==> config.mk <==
export PLATFORM = sky130hd
export DESIGN_NAME = spi_frame_master
export DESIGN_NICKNAME = d
export VERILOG_FILES = /design/src/rtl/spi_frame_master.sv
export SDC_FILE = /design/constraint.sdc
export NUM_CORES = 1
export LEC_CHECK = 0
export BUFFER_PORTS_ARGS = -buffer_cell sky130_fd_sc_hd__buf_2
export CAP_MARGIN = 20
export CORE_ASPECT_RATIO = 1.5
export CORE_MARGIN = 8
export CORE_UTILIZATION = 40
export CTS_CLUSTER_SIZE = 8
export DETAILED_ROUTE_END_ITERATION = 12
export GPL_TIMING_DRIVEN = 0
export SKIP_LAST_GASP = 1
export SLEW_MARGIN = 20
export SYNTH_ARGS = -nofsm -noshare
export SYNTH_HDL_FRONTEND = slang
export SYNTH_SLANG_ARGS = --single-unit
==> constraint.sdc <==
create_clock -name clk -period 3.8 [get_ports clk]
set_input_delay 1.14 -clock clk [delete_from_list [all_inputs] [get_ports clk]]
set_output_delay 1.14 -clock clk [all_outputs]
set_load 0.01 [all_outputs]
==> src/rtl/spi_frame_master.sv <==
module spi_frame_master #(
  parameter int FIFO_DEPTH = 8,
  parameter int WORD_MAX   = 16,
  parameter int BRG_W      = 6
) (
  input  logic        clk,
  input  logic        rst_n,
  input  logic        bus_sel,
  input  logic        bus_wr,
  input  logic [2:0]  bus_addr,
  input  logic [31:0] bus_wdata,
  output logic [31:0] bus_rdata,
  output logic        spi_sck,
  output logic        spi_mosi,
  input  logic        spi_miso,
  output logic        spi_cs_n,
  input  logic        peer_sel_n,
  output logic        irq
);
  localparam int PTR_W = $clog2(FIFO_DEPTH);
  localparam int CNT_W = PTR_W + 1;
  localparam int LEN_W = $clog2(WORD_MAX);
  localparam logic [CNT_W-1:0] FULL = CNT_W'(FIFO_DEPTH);
  localparam logic [2:0] A_CFG = 3'd0, A_CTRL = 3'd1, A_STAT = 3'd2,
                         A_EVT = 3'd3, A_MSK = 3'd4, A_DATA = 3'd5;

  typedef enum logic [1:0] {S_IDLE, S_XFER, S_TAIL} state_t;

  function automatic logic [PTR_W-1:0] inc(input logic [PTR_W-1:0] p);
    return (p == PTR_W'(FIFO_DEPTH - 1)) ? '0 : p + 1'b1;
  endfunction

  logic wr, rd;
  assign wr = bus_sel & bus_wr;
  assign rd = bus_sel & ~bus_wr;

  // configuration
  logic             cfg_en, cfg_cpol, cfg_cpha;
  logic [LEN_W-1:0] cfg_len;
  logic [BRG_W-1:0] cfg_brg;
  logic [CNT_W-1:0] cfg_tt, cfg_rt;
  logic [5:0]       ev, msk;

  always_ff @(posedge clk or negedge rst_n)
    if (!rst_n) begin
      cfg_en <= 1'b0; cfg_cpol <= 1'b0; cfg_cpha <= 1'b0;
      cfg_len <= LEN_W'(7); cfg_brg <= '0; cfg_tt <= '0; cfg_rt <= '0;
      msk <= 6'h3f;
    end else begin
      if (wr && bus_addr == A_CFG) begin
        cfg_en   <= bus_wdata[0];
        cfg_cpol <= bus_wdata[1];
        cfg_cpha <= bus_wdata[2];
        cfg_len  <= bus_wdata[4 +: LEN_W];
        cfg_brg  <= bus_wdata[8 +: BRG_W];
        cfg_tt   <= bus_wdata[16 +: CNT_W];
        cfg_rt   <= bus_wdata[20 +: CNT_W];
      end
      if (wr && bus_addr == A_MSK) msk <= bus_wdata[5:0];
    end

  logic unused_bits;
  assign unused_bits = ^{bus_wdata[31:24], bus_wdata[15:14], bus_wdata[3]};

  // transmit FIFO
  logic [WORD_MAX:0]  tx_mem [FIFO_DEPTH];
  logic [PTR_W-1:0]   tx_wp, tx_rp;
  logic [CNT_W-1:0]   tx_cnt;
  logic               tx_push, tx_pop, tx_flush, tx_avail;
  logic [WORD_MAX:0]  tx_head;

  assign tx_push  = wr && bus_addr == A_DATA && tx_cnt != FULL;
  assign tx_flush = wr && bus_addr == A_CTRL && bus_wdata[1];
  assign tx_avail = tx_cnt != '0 && !tx_flush;
  assign tx_head  = tx_mem[tx_rp];

  always_ff @(posedge clk)
    if (tx_push) tx_mem[tx_wp] <= bus_wdata[WORD_MAX:0];

  always_ff @(posedge clk or negedge rst_n)
    if (!rst_n) begin
      tx_wp <= '0; tx_rp <= '0; tx_cnt <= '0;
    end else if (tx_flush) begin
      tx_wp <= '0; tx_rp <= '0; tx_cnt <= '0;
    end else begin
      if (tx_push) tx_wp <= inc(tx_wp);
      if (tx_pop)  tx_rp <= inc(tx_rp);
      tx_cnt <= tx_cnt + CNT_W'(tx_push) - CNT_W'(tx_pop);
    end

  // receive FIFO
  logic [WORD_MAX-1:0] rx_mem [FIFO_DEPTH];
  logic [PTR_W-1:0]    rx_wp, rx_rp;
  logic [CNT_W-1:0]    rx_cnt;
  logic                rx_push, rx_pop, rx_flush, rx_ovf;
  logic [WORD_MAX-1:0] rx_word;

  assign rx_pop   = rd && bus_addr == A_DATA && rx_cnt != '0;
  assign rx_flush = wr && bus_addr == A_CTRL && bus_wdata[0];

  always_ff @(posedge clk)
    if (rx_push) rx_mem[rx_wp] <= rx_word;

  always_ff @(posedge clk or negedge rst_n)
    if (!rst_n) begin
      rx_wp <= '0; rx_rp <= '0; rx_cnt <= '0;
    end else if (rx_flush) begin
      rx_wp <= '0; rx_rp <= '0; rx_cnt <= '0;
    end else begin
      if (rx_push) rx_wp <= inc(rx_wp);
      if (rx_pop)  rx_rp <= inc(rx_rp);
      rx_cnt <= rx_cnt + CNT_W'(rx_push) - CNT_W'(rx_pop);
    end

  // shift engine
  state_t              st;
  logic [BRG_W:0]      divcnt;
  logic [LEN_W:0]      hcnt;
  logic [WORD_MAX-1:0] sh, rsh, ld_word, rx_next;
  logic                cur_last, tick, last_edge, leading, sample_now;
  logic                start, word_end, more, underflow, frame_done;

  assign tick       = st != S_IDLE && divcnt == {cfg_brg, 1'b1};
  assign last_edge  = hcnt == {cfg_len, 1'b1};
  assign leading    = ~hcnt[0];
  assign sample_now = tick && st == S_XFER && (leading ^ cfg_cpha);
  assign rx_next    = {rsh[WORD_MAX-2:0], spi_miso};
  assign ld_word    = tx_head[WORD_MAX-1:0] << (LEN_W'(WORD_MAX - 1) - cfg_len);
  assign start      = wr && bus_addr == A_CTRL && bus_wdata[2] && st == S_IDLE
                      && cfg_en && tx_avail;
  assign word_end   = tick && st == S_XFER && last_edge;
  assign more       = !cur_last && tx_avail;
  assign underflow  = word_end && !cur_last && !tx_avail;
  assign frame_done = tick && st == S_TAIL;
  assign tx_pop     = start || (word_end && more);
  assign rx_word    = sample_now ? rx_next : rsh;
  assign rx_push    = word_end && rx_cnt != FULL;
  assign rx_ovf     = word_end && rx_cnt == FULL;

  always_ff @(posedge clk or negedge rst_n)
    if (!rst_n) begin
      st <= S_IDLE; spi_cs_n <= 1'b1; spi_sck <= 1'b0; spi_mosi <= 1'b0;
      divcnt <= '0; hcnt <= '0; sh <= '0; rsh <= '0; cur_last <= 1'b0;
    end else begin
      divcnt <= (start || tick || st == S_IDLE) ? '0 : divcnt + 1'b1;
      case (st)
        S_IDLE: begin
          spi_sck <= cfg_cpol;
          if (start) begin
            spi_cs_n <= 1'b0;
            st       <= S_XFER;
            hcnt     <= '0;
            rsh      <= '0;
            cur_last <= tx_head[WORD_MAX];
            if (!cfg_cpha) begin
              spi_mosi <= ld_word[WORD_MAX-1];
              sh       <= ld_word << 1;
            end else sh <= ld_word;
          end
        end
        S_XFER: if (tick) begin
          spi_sck <= ~spi_sck;
          hcnt    <= hcnt + 1'b1;
          if (sample_now) rsh <= rx_next;
          else begin
            spi_mosi <= sh[WORD_MAX-1];
            sh       <= sh << 1;
          end
          if (last_edge) begin
            hcnt <= '0;
            rsh  <= '0;
            if (more) begin
              cur_last <= tx_head[WORD_MAX];
              if (!cfg_cpha) begin
                spi_mosi <= ld_word[WORD_MAX-1];
                sh       <= ld_word << 1;
              end else sh <= ld_word;
            end else st <= S_TAIL;
          end
        end
        default: if (tick) begin
          spi_cs_n <= 1'b1;
          st       <= S_IDLE;
        end
      endcase
    end

  // events and interrupt
  logic [CNT_W-1:0] tt_eff, rt_eff;
  logic [5:0]       ev_set, ev_clr;
  assign tt_eff = (cfg_tt == '0) ? CNT_W'(1) : cfg_tt;
  assign rt_eff = (cfg_rt == '0) ? CNT_W'(1) : cfg_rt;
  assign ev_set = {!spi_cs_n && !peer_sel_n, underflow, rx_ovf,
                   cfg_en && rx_cnt >= rt_eff,
                   cfg_en && (FULL - tx_cnt) >= tt_eff, frame_done};
  assign ev_clr = (wr && bus_addr == A_EVT) ? bus_wdata[5:0] : 6'h0;

  always_ff @(posedge clk or negedge rst_n)
    if (!rst_n) ev <= '0;
    else        ev <= (ev & ~ev_clr) | ev_set;

  assign irq = |(ev & ~msk);

  always_comb begin
    bus_rdata = '0;
    case (bus_addr)
      A_CFG: begin
        bus_rdata[0] = cfg_en;
        bus_rdata[1] = cfg_cpol;
        bus_rdata[2] = cfg_cpha;
        bus_rdata[4 +: LEN_W]  = cfg_len;
        bus_rdata[8 +: BRG_W]  = cfg_brg;
        bus_rdata[16 +: CNT_W] = cfg_tt;
        bus_rdata[20 +: CNT_W] = cfg_rt;
      end
      A_STAT: bus_rdata[6:0] = {irq, rx_cnt == '0, rx_cnt == FULL,
                                tx_cnt == '0, tx_cnt == FULL, st != S_IDLE, cfg_en};
      A_EVT:  bus_rdata[5:0] = ev;
      A_MSK:  bus_rdata[5:0] = msk;
      A_DATA: bus_rdata[WORD_MAX-1:0] = rx_mem[rx_rp];
      default: bus_rdata = '0;
    endcase
  end

  AST_SCK_IDLE_LEVEL: assert property (@(posedge clk) disable iff (!rst_n)
    spi_cs_n && $past(spi_cs_n) && $stable(cfg_cpol) |-> spi_sck == cfg_cpol);
  AST_TX_NO_OVERFLOW: assert property (@(posedge clk) disable iff (!rst_n)
    tx_cnt <= FULL);
  AST_RX_NO_OVERFLOW: assert property (@(posedge clk) disable iff (!rst_n)
    rx_cnt <= FULL);
  AST_DONE_AT_CS_RISE: assert property (@(posedge clk) disable iff (!rst_n)
    $rose(spi_cs_n) |-> ev[0]);
  AST_CS_FALL_NEEDS_START: assert property (@(posedge clk) disable iff (!rst_n)
    $fell(spi_cs_n) |-> $past(bus_sel && bus_wr && bus_addr == A_CTRL && bus_wdata[2]));
endmodule

==> flow_summary_export.csv <==
group,metric,value,unit
status,status,"completed",
sta,finalWorstPathRequiredPeriod,3.65,ns
worst_setup_path,crit_path_dat,2.51,ns
place,port_buffers,58,
grt,first_pass_grt_wire_length,64100,um
place,gpl.final_weighted_congestion,0.888,
run,maxCapViolations,0,
worst_setup_path,critical_path.endpoint,"bus_rdata[7]",
cells_and_area,num-nets-final,1326,
worst_setup_path,timing.critical_path.mode_cell,"sky130_fd_sc_hd__clkbuf_2",
grt,largest_net_degree_at_the_start_of_global_routing,72,
grt,all_layer_gr_usage,17.4,%
power,power_switching_share,28.0,%
worst_setup_path,criticalPathCategory,"input port to output port",
worst_setup_path,slowest_delay,0.35,ns
yosys,synth-edff-count,264,
yosys,synth.top_cells.by_area,"sky130_fd_sc_hd__edfxtp_1 47%, sky130_fd_sc_hd__dfrtp_1 14%, sky130_fd_sc_hd__mux4_2 7.4%, sky130_fd_sc_hd__mux2_2 3.8%, sky130_fd_sc_hd__mux2i_1 2.9%",
worst_setup_path,startpoint,"bus_addr[1]",
worst_setup_path,r2r.worst_path.cells,9,
grt,number_of_antenna_violations_at_the_first_check_in_global_routing,1,
detailed_routing,detail_route.wirelength,42200,um
sta,timing.slew.headroom,42.0,%
detailed_routing,routed_length_per_placed_instance,22.7,um
grt,most_crowded_layer_after_global_routing,"met2",
sta,setup_viol,0,
worst_setup_path,critical_path.startpoint_type,"input port",
die,initial_core_util,40.1,%
place,place_hpwl,30200,um
worst_setup_path,worst-r2r-setup-slack,0.27,ns
clock_network,cts_root_buffer,"sky130_fd_sc_hd__clkbuf_16",
sta,slew_violations,0,
cells_and_area,fin_cells,1859,
yosys,synth_top_cell_by_area,"sky130_fd_sc_hd__edfxtp_1",
min_path,worstHoldPathType,"input port to asynchronous set/reset pin",
power,pwr-share-clk,38.4,%
yosys,synth_top_area_share,47.4,%
worst_setup_path,timing.rr.start,"tx_rp[2]",
grt,globalRouteOverflowTotal,0,
yosys,post_synth_instance_area,16700,um2
die,ioPinCount,77,
die,fp.dieArea,48800,um2
sta,unrepaired_setup_endpoints_after_global_routing,"yes",
cells_and_area,drive_above_1_share,25.6,%
worst_setup_path,required,2.66,ns
yosys,yosys_warning_total,0,
worst_setup_path,endpoint_kind,"output port",
sta,tightest_slew,0.870,ns
power,power.combinational.fraction,18.4,%
clock_network,clockBufferDepth,3,
power,power.leakage,7.51,nW
sta,clock_skew,0.0405,ns
yosys,yosysSeqAreaShare,62.9,%
worst_setup_path,critical_path.max_fanout,10,
clock_network,cts_sinks,367,
power,irDropWorstVdd,360,uV
sta,report.final.hold_viol_count,0,
clock_network,clk_transition_reported_paths,0.05,ns
yosys,synth_cell_type_count,69,
worst_setup_path,critical_path.cell_chain,"clkbuf_2, nor3_4, clkbuf_2, nand2_1, o21ai_0, buf_2",
power,p_seq_share,43.2,%
clock_network,cts_inserted_buffers,51,
detailed_routing,routed_via_density,5.44,
grt,use_met1,19.0,%
detailed_routing,detail-route-antenna-nets,0,
power,power.density,556,nW/um2
die,coreArea,41700,um2
clock_network,tritoncts,"built",
cells_and_area,final_cell_area,19700,um2
yosys,syn_avg_cell_area,15.0,um2
cells_and_area,syn2layout_area_growth,17.8,%
place,dpl.cell_count,1769,
yosys,postSynthCellCount,1115,
yosys,yosys_register_bits,367,
clock_network,clock_latency_late_sink,0.58,ns
power,switching_component_of_the_power,0.00307,W
worst_setup_path,reg2reg_capture_point,"sh[7]",
clock_network,cts_htree_levels,2,
die,die-height,266,um
detailed_routing,drt_first_iter_violations,554,
grt,gr-usage-met3,2.68,%
clock_network,cts_setup_buffers,0,
sta,post-route-period-util,96.1,%
yosys,synthFlopType,"sky130_fd_sc_hd__edfxtp_1",
power,power_report.internal_total,0.00789,W
die,fp-row-count,92,
worst_setup_path,crit_path_top_delay_cell,"sky130_fd_sc_hd__clkbuf_2",
sta,hold_ws,0.460,ns
detailed_routing,drt_first_pass_iters,5,
sta,fmax,274,MHz
grt,grtUsageMet2,33.4,%
place,placement.cell_area,18100,um2
grt,grt_pass1_vias,10700,
detailed_routing,vias,10100,
die,die_w,183,um
yosys,async_reset_ff_share,28.1,%
detailed_routing,detail_route.drc_violations,0,
==> cell type report <==
cell class / instances / area, um2
Timing Repair Buffer: 83 / 542
Fill cell: 3691 / 22000
Clock inverter: 3 / 68.8
Inverter: 37 / 141
Multi-Input combinational cell: 647 / 5930
Antenna cell: 1 / 2.50
Clock buffer: 93 / 1430
Buffer: 64 / 363
Sequential cell: 367 / 10500
Tap cell: 564 / 706
==> worst max-delay path: cells and delay by family <==
family          cells  cell delay (ns)
buf+inv             3             0.72
simple gates        2             0.50
compound gates      1             0.14
==> kinds of logic (layout without fill, tap and decap cells) <==
logic type / Yosys count / in the layout / synth area share, %
other: 1 / 9 / 0.0224
XOR/XNOR: 21 / 21 / 1.10
multiplexers: 179 / 179 / 16.9
flip-flops: 367 / 367 / 62.9
adder cells (fa/ha/maj): 34 / 34 / 2.63
AO/OA/AOI/OAI: 176 / 176 / 7.10
AND/OR/NAND/NOR: 229 / 229 / 6.41
buffers and inverters: 108 / 280 / 2.92
==> layout by cell type, fill, tap and decap left out, types with 4 or more instances in the layout <==
cell                        count
sky130_fd_sc_hd__nor2b_1       15
sky130_fd_sc_hd__xor2_1         4
sky130_fd_sc_hd__dfrtp_1       91
sky130_fd_sc_hd__ha_1          32
sky130_fd_sc_hd__buf_2         64
sky130_fd_sc_hd__mux4_1        17
sky130_fd_sc_hd__mux2i_1       49
sky130_fd_sc_hd__nor3_2         6
sky130_fd_sc_hd__and2_1        11
sky130_fd_sc_hd__a21o_1         6
sky130_fd_sc_hd__a211oi_1       8
sky130_fd_sc_hd__a32o_1        18
sky130_fd_sc_hd__o21ai_0       41
sky130_fd_sc_hd__nor3_1         6
sky130_fd_sc_hd__clkbuf_1      72
sky130_fd_sc_hd__a32oi_1        5
sky130_fd_sc_hd__buf_4         26
sky130_fd_sc_hd__mux2_2        57
sky130_fd_sc_hd__nand3_1       13
sky130_fd_sc_hd__or3_1          4
sky130_fd_sc_hd__a21oi_1       41
sky130_fd_sc_hd__clkbuf_16     51
sky130_fd_sc_hd__mux4_2        55
sky130_fd_sc_hd__clkbuf_2       8
sky130_fd_sc_hd__a221oi_1       4
sky130_fd_sc_hd__buf_6          9
sky130_fd_sc_hd__xnor2_1       17
sky130_fd_sc_hd__a31oi_1        6
sky130_fd_sc_hd__dfstp_2       10
sky130_fd_sc_hd__inv_1         34
sky130_fd_sc_hd__nand2b_1       6
sky130_fd_sc_hd__o22ai_1        6
sky130_fd_sc_hd__conb_1         8
sky130_fd_sc_hd__edfxtp_1     264
sky130_fd_sc_hd__a22oi_1        8
sky130_fd_sc_hd__nor2_1        56
sky130_fd_sc_hd__o21ai_1        4
sky130_fd_sc_hd__a211o_1        4
sky130_fd_sc_hd__nand2_1       78
==> timing repair <==
| item | CTS | global route |
|---|---|---|
| resized for setup | 33 | 13 |
| pin swaps | 0 | 0 |
| hold endpoints to repair | 0 | 0 |
| hold buffers | 0 | 0 |
| endpoints found under the setup margin | 63 | 20 |
==> registers in the layout (all words and copies together) (netlist names), 2 cells and up <==
signal / count
tx_mem: 136
rx_mem: 128
rsh: 16
sh: 16
divcnt: 7
cfg_brg: 6
ev: 6
msk: 6
hcnt: 5
cfg_len: 4
cfg_rt: 4
cfg_tt: 4
rx_cnt: 4
tx_cnt: 4
rx_rp: 3
rx_wp: 3
tx_rp: 3
tx_wp: 3
st: 2
==> worst min-delay path by stage <==
stage / cells past startpoint / slack, ns / endpoint / start
floorplan: 1 / 0.45 / divcnt[0] / divcnt[0]
global placement: 1 / 0.47 / rsh[15] / rsh[15]
detailed placement: 1 / 0.47 / divcnt[0] / divcnt[0]
CTS: 1 / 0.44 / cfg_tt[3] / rst_n
global route: 1 / 0.46 / ev[1] / rst_n
finish: 1 / 0.46 / ev[1] / rst_n
==> cells in the mapped netlist (all sizes together), types with 5 or more instances <==
| library cell | n |
|---|---|
| nand2b | 6 |
| a21o | 6 |
| ha | 32 |
| a22oi | 9 |
| nor2 | 62 |
| xnor2 | 17 |
| dfstp | 10 |
| mux4 | 72 |
| nand2 | 80 |
| edfxtp | 264 |
| mux2 | 58 |
| a221oi | 5 |
| nand3 | 13 |
| buf | 23 |
| dfrtp | 93 |
| o22ai | 6 |
| clkbuf | 48 |
| a32oi | 5 |
| a31oi | 6 |
| a211oi | 8 |
| nor2b | 15 |
| and2 | 12 |
| a32o | 18 |
| nor3 | 14 |
| inv | 36 |
| o21ai | 45 |
| mux2i | 49 |
| a21oi | 41 |
==> metal layers <==
layer	up-vias	share of wire [%]	wire (um)
met5	-	0	0
met4	0	2.6	1080
met3	68	4.0	1680
met2	242	56	23500
met1	5208	38	15900
li1	4588	-	-
==> power groups by stage <==
| stage | clock network [W] | registers [W] | logic, W |
|---|---|---|---|
| 3_5_place_dp | 0 | 0.00475 | 0.00207 |
| 4_1_cts | 0.00430 | 0.00471 | 0.00207 |
| 6_report | 0.00421 | 0.00474 | 0.00202 |
| 3_3_place_gp | 0 | 0.00473 | 0.00202 |
| 2_1_floorplan | 0 | 0.00468 | 0.00146 |
| 5_1_grt | 0.00447 | 0.00476 | 0.00224 |
==> stage by stage <==
step / worst slack, ns / util [%] / setup TNS (ns) / power (W)
CTS: -0.0687 / 47.2 / -0.0792 / 0.0111
floorplan: 0.0322 / - / 0 / 0.00614
global route: -0.00503 / 47.3 / -0.00503 / 0.0115
global placement: -1.95 / 42.7 / -355.78 / 0.00675
finish: 0.147 / 47.3 / 0 / 0.0110
detailed placement: -0.798 / 43.5 / -24.96 / 0.00682
No activity file was read; power rests on OpenSTA's default activity.
